**src/rtl/sbus_slave_pkg.sv**
```systemverilog
package sbus_slave_pkg;

  localparam logic [3:0] CMD_INIT   = 4'd0;
  localparam logic [3:0] CMD_STATUS = 4'd1;
  localparam logic [3:0] CMD_ACCEL  = 4'd2;
  localparam logic [3:0] CMD_ID     = 4'd4;
  localparam logic [3:0] CMD_CLEAR  = 4'd7;
  localparam logic [3:0] CMD_NVM    = 4'd9;
  localparam logic [3:0] CMD_FORMAT = 4'd10;
  localparam logic [3:0] CMD_REGRD  = 4'd11;
  localparam logic [3:0] CMD_STOFF  = 4'd12;
  localparam logic [3:0] CMD_STON   = 4'd13;
  localparam logic [3:0] CMD_RINIT  = 4'd15;

  localparam logic [3:0] CRC_SEED = 4'hA;
  localparam logic [3:0] CRC_POLY = 4'h3;

  // Strobes from control to datapath, valid in the frame cycle
  typedef struct packed {
    logic take;     // frame accepted (bus not ignored)
    logic exec;     // frame accepted, checked and addressed here
    logic doInit;
    logic doFmt;
    logic doNvmWr;
    logic stOn;
    logic stOff;
    logic doClear;
  } ctrl_t;

  function automatic logic [3:0] crc4(input logic [15:0] msg);
    logic [3:0] c;
    logic fb;
    c = CRC_SEED;
    for (int i = 15; i >= 0; i--) begin
      fb = c[3] ^ msg[i];
      c  = {c[2:0], 1'b0} ^ ({4{fb}} & CRC_POLY);
    end
    return c;
  endfunction

endpackage

```
**src/rtl/sbus_slave_ctrl.sv**
```systemverilog
module sbus_slave_ctrl
  import sbus_slave_pkg::*;
#(
  parameter int SHORT_WIN = 18,
  parameter int LONG_WIN  = 180
) (
  input  logic       clk,
  input  logic       rstN,
  input  logic       frameValid,
  input  logic       frameLong,
  input  logic [3:0] frameCmd,
  input  logic [3:0] frameAddr,
  input  logic [7:0] frameData,
  input  logic [3:0] frameCrc,
  input  logic [3:0] myAddr,
  output logic [7:0] effData,
  output ctrl_t      strb,
  output logic       busy
);
  localparam int CW = $clog2(LONG_WIN + 1);

  logic [CW-1:0] winCnt;
  logic crcOk, supported, needsLong, isInit, addrHit, take, exec;

  assign effData = frameLong ? frameData : 8'h00;
  assign crcOk   = (crc4({effData, frameAddr, frameCmd}) == frameCrc);
  assign isInit  = (frameCmd == CMD_INIT) || (frameCmd == CMD_RINIT);
  assign addrHit = (frameAddr == myAddr);

  always_comb begin
    supported = 1'b1;
    needsLong = 1'b0;
    case (frameCmd)
      CMD_INIT, CMD_RINIT, CMD_NVM, CMD_FORMAT, CMD_REGRD: needsLong = 1'b1;
      CMD_STATUS, CMD_ACCEL, CMD_ID, CMD_CLEAR, CMD_STOFF, CMD_STON: ;
      default: supported = 1'b0;
    endcase
  end

  assign take = frameValid && !busy;
  assign exec = take && crcOk && supported && (frameLong || !needsLong) && addrHit;

  always_comb begin
    strb         = '0;
    strb.take    = take;
    strb.exec    = exec;
    strb.doInit  = exec && isInit;
    strb.doFmt   = exec && (frameCmd == CMD_FORMAT);
    strb.doNvmWr = exec && (frameCmd == CMD_NVM) && effData[7];
    strb.stOn    = exec && (frameCmd == CMD_STON);
    strb.stOff   = exec && (frameCmd == CMD_STOFF);
    strb.doClear = exec && (frameCmd == CMD_CLEAR);
  end

  always_ff @(posedge clk or negedge rstN) begin
    if (!rstN)
      winCnt <= '0;
    else if (take)
      winCnt <= (exec && isInit && effData[6]) ? CW'(LONG_WIN) : CW'(SHORT_WIN);
    else if (winCnt != '0)
      winCnt <= winCnt - 1'b1;
  end

  assign busy = (winCnt != '0);

endmodule

```
**src/rtl/sbus_slave_dp.sv**
```systemverilog
module sbus_slave_dp
  import sbus_slave_pkg::*;
#(
  parameter logic [7:0] DEVICE_ID = 8'h5A,
  parameter int         FMT_DEPTH = 8
) (
  input  logic        clk,
  input  logic        rstN,
  input  ctrl_t       strb,
  input  logic [3:0]  frameCmd,
  input  logic [7:0]  effData,
  input  logic [7:0]  accelIn,
  input  logic [7:0]  regRdData,
  input  logic [3:0]  nvmRdData,
  output logic [3:0]  myAddr,
  output logic        busSwitch,
  output logic        selfTest,
  output logic        respValid,
  output logic [19:0] respWord
);
  localparam int FA_W = $clog2(FMT_DEPTH);

  logic [3:0]      fmtReg [FMT_DEPTH];
  logic [FA_W-1:0] fmtIdx;
  logic [7:0]      payload;
  logic [3:0]      newAddr;
  logic [19:0]     newWord, pendWord;
  logic            pendValid;

  assign fmtIdx  = effData[4 +: FA_W];
  assign newAddr = strb.doInit ? effData[3:0] : myAddr;

  always_comb begin
    case (frameCmd)
      CMD_INIT, CMD_RINIT: payload = effData;
      CMD_STATUS:          payload = {busSwitch, selfTest, 2'b00, myAddr};
      CMD_ACCEL:           payload = accelIn;
      CMD_ID:              payload = DEVICE_ID;
      CMD_NVM:             payload = {1'b0, effData[6:4], nvmRdData};
      CMD_FORMAT:          payload = {1'b0, effData[6:4], fmtReg[fmtIdx]};
      CMD_REGRD:           payload = regRdData;
      CMD_STON:            payload = 8'h01;
      default:             payload = 8'h00;
    endcase
  end

  assign newWord = {payload, newAddr, frameCmd, crc4({payload, newAddr, frameCmd})};

  for (genvar i = 0; i < FMT_DEPTH; i++) begin : g_fmt
    always_ff @(posedge clk or negedge rstN) begin
      if (!rstN)
        fmtReg[i] <= '0;
      else if (strb.doClear)
        fmtReg[i] <= '0;
      else if (strb.doFmt && fmtIdx == FA_W'(i))
        fmtReg[i] <= effData[3:0];
    end
  end

  always_ff @(posedge clk or negedge rstN) begin
    if (!rstN) begin
      myAddr    <= '0;
      busSwitch <= 1'b0;
      selfTest  <= 1'b0;
    end else begin
      if (strb.doInit) begin
        myAddr    <= effData[3:0];
        busSwitch <= effData[6];
      end
      if (strb.stOn)
        selfTest <= 1'b1;
      else if (strb.stOff || strb.doClear)
        selfTest <= 1'b0;
    end
  end

  always_ff @(posedge clk or negedge rstN) begin
    if (!rstN) begin
      pendValid <= 1'b0;
      pendWord  <= '0;
      respValid <= 1'b0;
      respWord  <= '0;
    end else if (strb.take) begin
      respValid <= pendValid;
      respWord  <= pendWord;
      pendValid <= strb.exec;
      if (strb.exec)
        pendWord <= newWord;
    end else begin
      respValid <= 1'b0;
    end
  end

endmodule

```
**src/rtl/sbus_slave.sv**
```systemverilog
module sbus_slave
  import sbus_slave_pkg::*;
#(
  parameter int         SHORT_WIN = 18,
  parameter int         LONG_WIN  = 180,
  parameter logic [7:0] DEVICE_ID = 8'h5A,
  parameter int         FMT_DEPTH = 8
) (
  input  logic        clk,
  input  logic        rstN,
  input  logic        frameValid,
  input  logic        frameLong,
  input  logic [3:0]  frameCmd,
  input  logic [3:0]  frameAddr,
  input  logic [7:0]  frameData,
  input  logic [3:0]  frameCrc,
  input  logic [7:0]  accelIn,
  output logic [3:0]  regAddr,
  input  logic [7:0]  regRdData,
  output logic [2:0]  nvmAddr,
  output logic        nvmWrEn,
  output logic [3:0]  nvmWrData,
  input  logic [3:0]  nvmRdData,
  output logic        respValid,
  output logic [19:0] respWord,
  output logic        busy,
  output logic        busSwitch,
  output logic        selfTest
);
  ctrl_t      strb;
  logic [7:0] effData;
  logic [3:0] myAddr;

  sbus_slave_ctrl #(.SHORT_WIN(SHORT_WIN), .LONG_WIN(LONG_WIN)) ctrl_i (
    .clk(clk), .rstN(rstN), .frameValid(frameValid), .frameLong(frameLong),
    .frameCmd(frameCmd), .frameAddr(frameAddr), .frameData(frameData),
    .frameCrc(frameCrc), .myAddr(myAddr), .effData(effData), .strb(strb),
    .busy(busy)
  );

  sbus_slave_dp #(.DEVICE_ID(DEVICE_ID), .FMT_DEPTH(FMT_DEPTH)) dp_i (
    .clk(clk), .rstN(rstN), .strb(strb), .frameCmd(frameCmd), .effData(effData),
    .accelIn(accelIn), .regRdData(regRdData), .nvmRdData(nvmRdData),
    .myAddr(myAddr), .busSwitch(busSwitch), .selfTest(selfTest),
    .respValid(respValid), .respWord(respWord)
  );

  assign regAddr   = effData[3:0];
  assign nvmAddr   = effData[6:4];
  assign nvmWrData = effData[3:0];
  assign nvmWrEn   = strb.doNvmWr;

endmodule

```
**config.mk**
```make
export PLATFORM = sky130hd
export DESIGN_NAME = sbus_slave
export DESIGN_NICKNAME = d
export VERILOG_FILES = /design/src/rtl/sbus_slave_pkg.sv /design/src/rtl/sbus_slave_ctrl.sv /design/src/rtl/sbus_slave_dp.sv /design/src/rtl/sbus_slave.sv
export SDC_FILE = /design/constraint.sdc
export NUM_CORES = 1
export LEC_CHECK = 0
export BUFFER_PORTS_ARGS = -buffer_cell sky130_fd_sc_hd__buf_2
export CAP_MARGIN = 0
export CORE_ASPECT_RATIO = 1.1
export CORE_MARGIN = 1
export CORE_UTILIZATION = 50
export DETAILED_ROUTE_END_ITERATION = 6
export PLACE_DENSITY = 0.7
export SLEW_MARGIN = 25
export SYNTH_ARGS = -nofsm -noshare
export SYNTH_HDL_FRONTEND = slang
export SYNTH_SLANG_ARGS = --single-unit
export TNS_END_PERCENT = 100
```
**constraint.sdc**
```tcl
create_clock -name clk -period 5.85 [get_ports clk]
set_clock_uncertainty 0.05 [all_clocks]
set_input_delay 0.2925 -clock clk [delete_from_list [all_inputs] [get_ports clk]]
set_output_delay 0.2925 -clock clk [all_outputs]
set_load 0.005 [all_outputs]
```
### Yosys cells after proc, flatten, opt, wreduce, memory -nomap -nowiden

Cells that the tools add are included.

* bits in registers: 88
* input port bits: 44
* output and inout port bits: 36
* word-level logic and storage cells: 171

* add/sub/neg operators: 1
* $lt $le $gt $ge: 1
* equal/unequal tests: 19
* muxes and demuxes: 30
* bitwise logic cells: 61
* reduce and logical (&&, ||, !) cells: 43

Operator list (count)
* $xor 4x2->4: 30
* $mux 4: 19
* $pmux 8 s8: 1
* $mux 8: 4
* $xor 1x1->1: 28
* $eq 4x4->1 const B: 6
* $logic_and 1x1->1: 21
* $reduce_bool 2->1: 10
* $bmux 4 s3: 1
* $eq 3x3->1 const B: 4
* $reduce_or 11->1: 1
* $eq 4x3->1 const B: 2
* $eq 4x4->1: 2
* $reduce_bool 8->1: 1
* $sub 8x1->8 const B: 1
* $eq 3x2->1 const B: 2
* $mux 1: 5
* $reduce_or 5->1: 1
* $eq 4x1->1 const B: 1
* $eq 4x2->1 const B: 1
* $ge 4x4->1 const B: 1
* $logic_not 4->1: 1
* $not 3->4: 1
* $eq 3x1->1 const B: 1
* 6 further kinds: 10

### Longest topological paths before layout

Gate-level depths: netlist (run 1).

* word-level depth: 54
* gate-level depth with buffers: 14

### By module

A second synthesis (run 1) with hierarchy kept.

* cells, all modules: 490
* area, all modules: 5218.8 µm²

By module, submodules not included
* sbus_slave_dp: instances 1, cells each 360, area each 4077.7 µm²
* sbus_slave_ctrl: instances 1, cells each 126, area each 1111.1 µm²
* sbus_slave: instances 1, cells each 4, area each 30.0 µm²

### Least setup slack after synthesis (run 1)

Ideal clock, no wire load.

* kind: input-to-reg
* start: in frameData[6]
* end: reg dp_i.pendWord[0]
* setup time: 0.125 ns
* arrival time: 3.683 ns
* required time: 5.675 ns
* setup slack: 1.992 ns
* stages on the path: 12
* path through: buf_4 xor2_1 xnor2_1 or3_1 and2_0 xnor3_1 or3_4 a221oi_4 mux2_2 xnor2_1 xnor3_1 mux2_2

* elaborated cells between the ends (all ways): 64

RTL lines
* from (decl): line sbus_slave.sv:15 `input logic [7:0] frameData,`
* $mux 8 *: line sbus_slave_ctrl.sv:25 `assign effData = frameLong ? frameData : 8'h00;`
* $xor 4x2->4 * (3 in series): line sbus_slave_pkg.sv:36 `c = {c[2:0], 1'b0} ^ ({4{fb}} & CRC_POLY);`
* $xor 1x1->1 / $xor 4x2->4 (equally long branches): line sbus_slave_pkg.sv:35, sbus_slave_pkg.sv:36
* $xor 4x2->4 * (3 in series): line sbus_slave_pkg.sv:36
* $xor 1x1->1 / $xor 4x2->4 (equally long branches): line sbus_slave_pkg.sv:35, sbus_slave_pkg.sv:36
* $xor 4x2->4 * (4 in series): line sbus_slave_pkg.sv:36
* $xor 1x1->1 / $xor 4x2->4 (equally long branches): line sbus_slave_pkg.sv:35, sbus_slave_pkg.sv:36
* $xor 4x2->4 * (4 in series): line sbus_slave_pkg.sv:36
* (+8 left out)
* $mux 4 *
* via dp_i.newAddr[2]: line sbus_slave_dp.sv:26 `logic [3:0] newAddr;`
* $xor 1x1->1 *: line sbus_slave_pkg.sv:35 `fb = c[3] ^ msg[i];`
* $xor 4x2->4 * (3 in series): line sbus_slave_pkg.sv:36
* $xor 1x1->1 *: line sbus_slave_pkg.sv:35
* $xor 4x2->4 * (3 in series): line sbus_slave_pkg.sv:36
* $xor 1x1->1 *: line sbus_slave_pkg.sv:35
* $xor 4x2->4 *: line sbus_slave_pkg.sv:36
* to (signal assigned): line sbus_slave_dp.sv:88 `pendWord <= newWord;`
* to (decl): line sbus_slave_dp.sv:27 `logic [19:0] newWord, pendWord;`

The timed path passes the listed nets; every way through them passes the cells marked *. The select of a mux whose other input is x is not followed.
A chain may end at the register's enable or synchronous reset.

### Final worst setup path (run 1)

* start: reg ctrl_i.winCnt[0]
* end: reg dp_i.pendWord[0]

* elaborated cells between the ends (all ways): 23

RTL lines
* from (decl): line sbus_slave_ctrl.sv:22 `logic [CW-1:0] winCnt;`
* from (signal assigned): line sbus_slave_ctrl.sv:59 `winCnt <= (exec && isInit && effData[6]) ? CW'(LONG_WIN) : CW'(SHORT_WIN);`
* from (signal assigned): line sbus_slave_ctrl.sv:61 `winCnt <= winCnt - 1'b1;`
* $reduce_bool 8->1: line sbus_slave_ctrl.sv:64 `assign busy = (winCnt != '0);`
* $logic_not 1->1: line sbus_slave_ctrl.sv:40 `assign take = frameValid && !busy;`
* $logic_and 1x1->1: line sbus_slave_ctrl.sv:40
* $logic_and 1x1->1 (4 in series): line sbus_slave_ctrl.sv:41 `assign exec = take && crcOk && supported && (frameLong || !needsLong) && addrHit;`
* $logic_and 1x1->1: line sbus_slave_ctrl.sv:47 `strb.doInit = exec && isInit;`
* $mux 4
* via dp_i.newAddr[2]: line sbus_slave_dp.sv:26
* $xor 1x1->1: line sbus_slave_pkg.sv:35
* $xor 4x2->4 (3 in series): line sbus_slave_pkg.sv:36
* $xor 1x1->1: line sbus_slave_pkg.sv:35
* $xor 4x2->4 (3 in series): line sbus_slave_pkg.sv:36
* $xor 1x1->1: line sbus_slave_pkg.sv:35
* $xor 4x2->4: line sbus_slave_pkg.sv:36

The timed path passes the listed nets, and every way through them passes these cells.

==> metrics.cfg, run 1 <==
[cts]
cts_tree=done
clkSinkCount=88
cts_buffers=9
clk_path_buf_depth=2
clock_latency_ps=370
root_buffer=clkbuf_8
h-tree-depth=3
cts.clk_slew.worst_paths_ps=90

[power_and_ir_drop]
p_leak_nw=2.97
p_per_area_nw_per_um2=222
ir_drop_uv=169
p_int_mw=0.913
power_frac_comb=0.213
switchingPower_mw=0.374
p_clk_frac=0.314
p_seq_frac=0.472
total_power_mw=1.29
p_sw_frac=0.291

[floorplan]
core-area_um2=9980
die_area_um2=10800
fp.dieW_um=99.1
rows=38
die_y_um=109
pin_count=80
start_util=0.519

[global_routing]
grtUsageTotal=0.244
overflow=0
grt_max_degree=54
grt_pass1_vias=3953
antenna_found_initial=0
grt_pass1_wl_mm=20.2

[logic_synthesis]
synth.most_common_cell=dfrtp_1
yosysWarnings=0
synthCells=505
synthesis.nets=550
synthDistinctLibCells=65
yosysTopAreaCell=dfrtp_1
async_reset_ff_frac=1.00
syn_area_um2=5180
synth_common_cells=dfrtp_1, nor2_1, mux2i_1
ys_seq_area_frac=0.425
synth_top_area_share=0.425
avgSynthCellArea_um2=10.3
synth-seq-cells=88
synthTopCellsByArea=dfrtp_1, mux2i_1, mux2_2
synth_edf_count=0
ys.flop_type=dfrtp_1

[hold_path]
min_from=frameValid
min_path_type=in -> reg

[sta]
rsz0062_at_grt=false
setup_viol=0
setup_tns_ps=0
maxSlewViolCount=0
tightest_slew_ps=787
max_slew_margin=0.470
layout_min_cycle_time_ps=4190
fin_crit_sh=0.715
hold_violations=0
fmax_ghz=0.239
worst_slack_ps=1660

[critical_path]
path_cells=inv_1 > ha_1 > nand3b_1 > nor4_1 > nand2_1 > buf_4 > a21oi_1 > nand3_1 > a221oi_4 > mux2_2 > xnor2_1 > xnor3_1 > mux2_2
crit_path_top_delay_cell=nor4_1
crit_type=reg -> reg
setup.worst_path.start=ctrl_i.winCnt[0]
required_ps=6060
path_delay_family=simple AND/OR/NAND/NOR gates
max_stage_delay_ps=640
cp.arrival_ps=4400
crit_path_end_kind=register
cp_common_cell=mux2_2
worstReg2RegStart=ctrl_i.winCnt[0]
path_buf_inv=2
crit_fanout=25
start_kind=register

[route]
viasPerCell=5.85
routed_wl_mm=12.3
drt_iter0_drc=311
first_pass_iters=6
drtAntennaViolNets=0
wl_per_cell_um=17.9
vias=4030
drc_errors=0

[finish]
area_growth_pct=11.9
drive_above_1_share=0.271
antenna_cells=0
utilization=0.581
nets=609

[flow_run]
drv_cap=0

[placement]
port_buffers=79
pre_cts_ws_ps=1460
hpwl_mm=8.86
gp_congestion=0.903

[run_status]
outcome=finished clean

==> per-layer routing <==
layer	global-route usage	up-vias	share of wire
met5	0	-	0
li1	-	1893	-
met2	0.413	158	0.49
met1	0.311	1953	0.43
met4	0.113	0	0.029
met3	0.0372	26	0.052
==> per-stage QoR <==
stage / hold slack (ps) / cell area (um^2) / std cells
2_1_floorplan: -53.1 / 5180 / 505
3_3_place_gp: 227 / 5600 / 672
3_5_place_dp: 234 / 5600 / 672
4_1_cts: 164 / 5800 / 689
5_1_grt: 189 / 5800 / 689
6_report: 173 / 5800 / 689
==> state kept, by name, summed over array words and instances (netlist names), 4 cells and up <==
signal and flops:
ctrl_i.winCnt 8, dp_i.pendWord 20, dp_i.myAddr 4, dp_i.respWord 20, dp_i.fmtReg 32
==> path summary, 6_finish.rpt <==
path	cells after the start	end	slack, ps
worst min register to register	1	ctrl_i.winCnt[3]	420
worst max register to register	13	dp_i.pendWord[0]	1660
min in group asynchronous	2	ctrl_i.winCnt[7]	350
worst max-delay path	13	dp_i.pendWord[0]	1660
max in group asynchronous	3	dp_i.fmtReg[12]	4350
worst min-delay path	2	dp_i.respValid	170
==> cell type report <==
cell class / count / area, um^2
sequential: 88 / 2200
clock buffer: 11 / 151
tap: 120 / 150
fill: 836 / 4180
clock inverter: 5 / 38.8
inverter: 16 / 60.1
multi-input combinational: 364 / 2750
timing repair buffer: 85 / 445
==> power by group through the flow <==
stage               combinational (mW)  clock (mW)  sequential, mW
finish                           0.275       0.405           0.608
global route                     0.298       0.439           0.608
detailed placement               0.273           0           0.620
CTS                              0.275       0.414           0.608
floorplan                        0.208           0           0.620
global placement                 0.268           0           0.620
==> cells in the final DEF, fill, tap and decap left out, types with 4 or more instances in the layout <==
master	instances
dfrtp_1	88
nand4b_1	5
nor2_1	59
buf_2	78
and2_1	6
mux2_2	34
xor2_1	14
o21ai_0	21
nand2_1	28
mux2i_1	43
nand3_1	10
buf_4	6
clkbuf_8	11
inv_1	15
a21oi_1	19
xnor2_1	32
o22ai_1	4
nand4_1	4
a211oi_1	6
and3_1	5
xnor3_1	5
==> cell families after synthesis <==
group,after synthesis,synth area share
AOI/OAI and AO/OA,82,0.107
DFF,88,0.425
muxes,81,0.171
adders and majority gates,1,0.00241
and+or+nand+nor,146,0.140
xor gates and xnor gates,54,0.109
buffers and inverters,53,0.0458
==> timing repair <==
| action | CTS | global route |
|---|---|---|
| setup buffers | 0 | 0 |
| hold endpoints to repair | 35 | 0 |
| hold buffers | 1 | 0 |
| resized for setup | 0 | 0 |
Power figures use the tool's default switching activity.
==> run 2: changes to the inputs <==
--- a/config.mk
+++ b/config.mk
@@ -11,7 +11,7 @@
 export CORE_MARGIN = 1
 export CORE_UTILIZATION = 50
 export DETAILED_ROUTE_END_ITERATION = 6
-export PLACE_DENSITY = 0.7
+export PLACE_DENSITY = 0.72
 export SLEW_MARGIN = 25
 export SYNTH_ARGS = -nofsm -noshare
 export SYNTH_HDL_FRONTEND = slang
==> constraint.sdc (replaced) <==
create_clock -name clk -period 3.4 [get_ports clk]
set_clock_uncertainty 0.05 [all_clocks]
set_input_delay 0.17 -clock clk [delete_from_list [all_inputs] [get_ports clk]]
set_output_delay 0.17 -clock clk [all_outputs]
set_load 0.005 [all_outputs]
==> run 2 against run 1 <==
Compared with the run above:
- worst setup slack got worse by 1600 ps
- highest routed layer unchanged
- cell area grew 8.8%
- combinational power rose by 100%
- hold slack worse by 130 ps
- critical endpoint is now dp_i.pendWord[1]
- register-to-register slack got worse by 1500 ps
- largest cell class unchanged
==> metrics.cfg, run 2 (synthesis gave the netlist of run 1 again) <==
[critical_path]
required_ps=3640
path_delay_family=XOR/XNOR gates
path_buf_inv=3
crit_type=in -> reg
crit_path_top_delay_cell=or3_4
cp_common_cell=xnor3_1
max_stage_delay_ps=390
path_cells=buf_2 > xor2_2 > mux2i_2 > and3_4 > nor2_2 > xnor3_1 > or3_4 > a221oi_4 > buf_12 > buf_4 > mux2_4 > xnor2_4 > xnor3_1 > xor2_1 > a21oi_1
crit_path_end_kind=register
crit_fanout=5
cp.arrival_ps=3550
start_kind=input pin

[finish]
area_growth_pct=21.7
finalInstanceArea_um2=6310
layout_common_cells=dfrtp_1, buf_2, nor2_1
nets=653
top_regs=dp_i.fmtReg x32, dp_i.pendWord x20, dp_i.respWord x20
regMostFlops=dp_i.fmtReg
largest_reg_flops=32
mostFrequentLayoutCell=dfrtp_1
drive_above_1_share=0.336
utilization=0.632
antenna_cells=0

[flow_run]
drv_cap=0

[placement]
pre_cts_ws_ps=-346
gp_congestion=0.960
port_buffers=79
hpwl_mm=9.38
dpl-instance-area_um2=5990

[power_and_ir_drop]
total_power_mw=2.44
power_frac_comb=0.231
ir_drop_uv=252
p_seq_frac=0.429
p_clk_frac=0.340
p_int_mw=1.74
p_leak_nw=3.23
switchingPower_mw=0.694
p_sw_frac=0.285
p_per_area_nw_per_um2=386

[floorplan]
die_area_um2=10800
rows=38
pin_count=80
die_y_um=109
start_util=0.519
fp.dieW_um=99.1
core-area_um2=9980

[sta]
fmax_ghz=0.302
tightest_slew_ps=874
rsz0062_at_grt=true
setup_viol=0
maxSlewViolCount=0
max_slew_margin=0.410
setup_tns_ps=0
hold_violations=0
layout_min_cycle_time_ps=3310
fin_crit_sh=0.973
worst_slack_ps=91.3

[global_routing]
antenna_found_initial=0
overflow=0
grt_pass1_wl_mm=20.4
grtUsageTotal=0.247
grt_pass1_vias=4161
grt_max_degree=89

[route]
routed_wl_mm=12.9
wl_per_cell_um=17.6
drc_errors=0
drtAntennaViolNets=0
drt_iter0_drc=245
vias=4231
viasPerCell=5.77
first_pass_iters=5

[cts]
h-tree-depth=3
cts_buffers=9
root_buffer=clkbuf_8
clock_latency_ps=370
clkSinkCount=88
cts.clk_slew.worst_paths_ps=100
cts_tree=done
clk_path_buf_depth=2

[run_status]
outcome=finished clean

[hold_path]
min_path_type=in -> reg

[run 2: worst paths after layout]
kind,start,cells past startpoint,to,slack [ps]
max,frameData[6],15,dp_i.pendWord[1],90
min,frameValid,2,dp_i.respValid,40
max reg2reg,ctrl_i.winCnt[1],15,dp_i.pendWord[1],140
min reg2reg,ctrl_i.winCnt[3],1,ctrl_i.winCnt[3],430
max in group asynchronous,rstN,2,dp_i.fmtReg[28],2380
min in group asynchronous,rstN,2,ctrl_i.winCnt[3],340
[run 2: power groups by stage]
stage | sequential, mW | clock [mW] | combinational, mW
2_1_floorplan | 1.07 | 0 | 0.361
3_3_place_gp | 1.07 | 0 | 0.525
3_5_place_dp | 1.07 | 0 | 0.546
4_1_cts | 1.05 | 0.845 | 0.548
5_1_grt | 1.05 | 0.880 | 0.609
6_report | 1.05 | 0.829 | 0.563
[run 2: layout make-up]
type,count,area (um^2)
Timing Repair Buffer,129,830
Clock inverter,7,106
Tap cell,120,150
Clock buffer,9,124
Sequential cell,88,2200
Inverter,16,60.1
Multi-Input combinational cell,364,2840
Fill cell,805,3680
[run 2: worst reg2reg max path, stage by stage, from the launching register on]
cell and delay [ps]:
dfrtp_1 390, inv_1 50, ha_1 200, nand3b_1 140, nor4_2 240, nand2_1 140
a21oi_2 160, nand3_1 170, a221oi_4 250, buf_12 160, buf_4 110, mux2_4 330
xnor2_4 190, xnor3_1 280, xor2_1 180, a21oi_1 140
[run 2: per-layer routing]
metal / GRT usage / share of wire / wire, um / vias to the layer above
met5: 0 / 0 / 0 / -
met4: 0.0998 / 0.030 / 389 / 0
met3: 0.0442 / 0.056 / 718 / 40
met2: 0.436 / 0.51 / 6590 / 149
met1: 0.300 / 0.40 / 5210 / 2058
li1: - / - / - / 1984
[run 2: through the flow]
stage / hold WS, ps / std cells
floorplan: -176 / 505
global route: 40.0 / 733
CTS: 19.5 / 732
global placement: 388 / 715
finish: 42.8 / 733
detailed placement: 237 / 715
[run 2: repair_timing]
item                                    CTS  global route
hold buffers                              1             0
gates resized for setup                   1             7
pin swaps                                 0             1
endpoints found under the setup margin    4             4
endpoints found under the hold margin    88             0
setup buffers                             0             1
==> run 3: changes to the inputs <==
--- a/config.mk
+++ b/config.mk
@@ -5,7 +5,7 @@
 export SDC_FILE = /design/constraint.sdc
 export NUM_CORES = 1
 export LEC_CHECK = 0
-export BUFFER_PORTS_ARGS = -buffer_cell sky130_fd_sc_hd__buf_2
+export BUFFER_PORTS_ARGS = -buffer_cell sky130_fd_sc_hd__buf_4
 export CAP_MARGIN = 0
 export CORE_ASPECT_RATIO = 1.1
 export CORE_MARGIN = 1
==> run 3 against run 2 <==
Compared with the run above:
- the flow now finishes with violations (setup timing)
- sequential cell count did not move
- worst setup slack worse by 93 ps
- hold slack got worse by 24 ps
- routed wire length rose by 2.6%
- clock power decreased by 11%
- cell area is 3.8% higher
- largest power group unchanged
==> metrics.cfg, run 3 (synthesis gave the netlist of run 1 again) <==
[run_status]
outcome=finished with violations
violations=setup timing

[sta]
rsz0062_at_grt=true
max_slew_margin=0.405
holdWs_ps=18.7
maxSlewViolCount=0
tightest_slew_ps=881
setup_viol=1
worst_slack_ps=-2.13
layout_min_cycle_time_ps=3400
setup_tns_ps=-2.13
hold_violations=0
fmax_ghz=0.294
fin_crit_sh=1.00

[global_routing]
grt_pass1_wl_mm=20.6
grt_pass1_vias=4175
grt_max_degree=58
antenna_found_initial=0
overflow=0
grtUsageTotal=0.250

[route]
drt_iter0_drc=277
wl_per_cell_um=17.9
routed_wl_mm=13.2
first_pass_iters=5
vias=4299
drtAntennaViolNets=0
viasPerCell=5.80
drc_errors=0

[critical_path]
worstReg2RegStart=ctrl_i.winCnt[1]
cp.arrival_ps=3650
ff2ff_path_depth=14
crit_path_top_delay_cell=xnor3_1
crit_fanout=4
path_delay_family=simple AND/OR/NAND/NOR gates
start_kind=register
crit_type=reg -> reg
r2r-end=dp_i.pendWord[1]
max_stage_delay_ps=420
path_cells=inv_1 > ha_2 > nand3b_1 > nor4_2 > nand2_1 > a21oi_2 > nand3_2 > a221oi_4 > buf_4 > mux2_4 > xnor2_4 > xnor3_1 > xor2_1 > a21oi_1
r2r_slack_ps=-2
crit_path_end_kind=register
required_ps=3640
path_buf_inv=2

[floorplan]
rows=38
pin_count=80
fp.dieW_um=99.1
die_y_um=109
core-area_um2=9980
start_util=0.519
die_area_um2=10800

[placement]
hpwl_mm=9.52
port_buffers=79
dp_cells=717
gp_congestion=0.940

[finish]
layout_common_cells=buf_4, dfrtp_1, nor2_1
seqCellArea_um2=2200
largest_reg_flops=32
area_growth_pct=26.3
nets=661
multi_input_area_um2=2850
regMostFlops=dp_i.fmtReg
utilization=0.656
fill_cells=780
top_regs=dp_i.fmtReg x32, dp_i.pendWord x20, dp_i.respWord x20
drive_above_1_share=0.343
mostFrequentLayoutCell=buf_4
stdcell_count=741
antenna_cells=0

[cts]
clkSinkCount=88
cts_buffers=9
clock_latency_ps=370
cts.clk_slew.worst_paths_ps=90
clk_path_buf_depth=2
root_buffer=clkbuf_8
cts_tree=done
h-tree-depth=3

[hold_path]
min_path_type=in -> reg
min_to=dp_i.respValid
hold_depth=2
min_from=frameValid

[power_and_ir_drop]
p_leak_nw=3.31
total_power_mw=2.40
ir_drop_uv=200
p_per_area_nw_per_um2=366

[flow_run]
drv_cap=0

[run 3: cell types whose count changed in the layout (fill, tap and decap cells not counted), sizes merged]
cell      previous run  this run
clkbuf               9        12
bufinv               2         1
clkinv               3         2
clkinvlp             1         0
buf                128       136
[run 3: layout make-up]
type,instances,share of cell area
multi-input combinational,364,0.435
sequential,88,0.336
timing repair buffer,137,0.167
tap,120,0.0229
clock buffer,12,0.0222
inverter,16,0.00917
clock inverter,4,0.00803
[run 3: how the worst max path moves through the flow]
stage                     slack, ps  depth (start not counted)                to              from
final                            -2                         14  dp_i.pendWord[1]  ctrl_i.winCnt[1]
after global routing           -130                         14  dp_i.pendWord[1]  ctrl_i.winCnt[1]
after CTS                        30                         14  dp_i.pendWord[1]  ctrl_i.winCnt[1]
after detailed placement       -280                         14  dp_i.pendWord[1]      frameData[2]
after global placement         -180                         14  dp_i.pendWord[2]      frameData[2]
after floorplan                -140                         13  dp_i.pendWord[1]      frameData[6]
[run 3: power by group]
| group | leakage, nW | internal [mW] | switching [mW] |
|---|---|---|---|
| sequential | 1.21 | 1.05 | 0 |
| combinational | 1.99 | 0.313 | 0.299 |
| clock | 0.101 | 0.363 | 0.377 |
| total | 3.31 | 1.72 | 0.676 |
[run 3: what timing repair did]
action,in CTS,in global routing
gates resized for setup,0,11
setup endpoints to repair,0,7
hold buffers,1,0
buffers inserted,0,7
endpoints found under the hold margin,31,0
[run 3: through the flow]
step	cell area [um^2]	worst slack (ps)
4_1_cts	6430	28.6
6_report	6550	-2.13
5_1_grt	6550	-133
2_1_floorplan	5220	-143
3_3_place_gp	6190	-179
3_5_place_dp	6220	-280
[run 3: routing by layer]
layer / vias up / global-route usage / wire length [um]
met1: 2094 / 0.296 / 5360
met5: - / 0 / 0
met2: 170 / 0.453 / 6740
met4: 0 / 0.119 / 444
li1: 1996 / - / -
met3: 39 / 0.0340 / 703
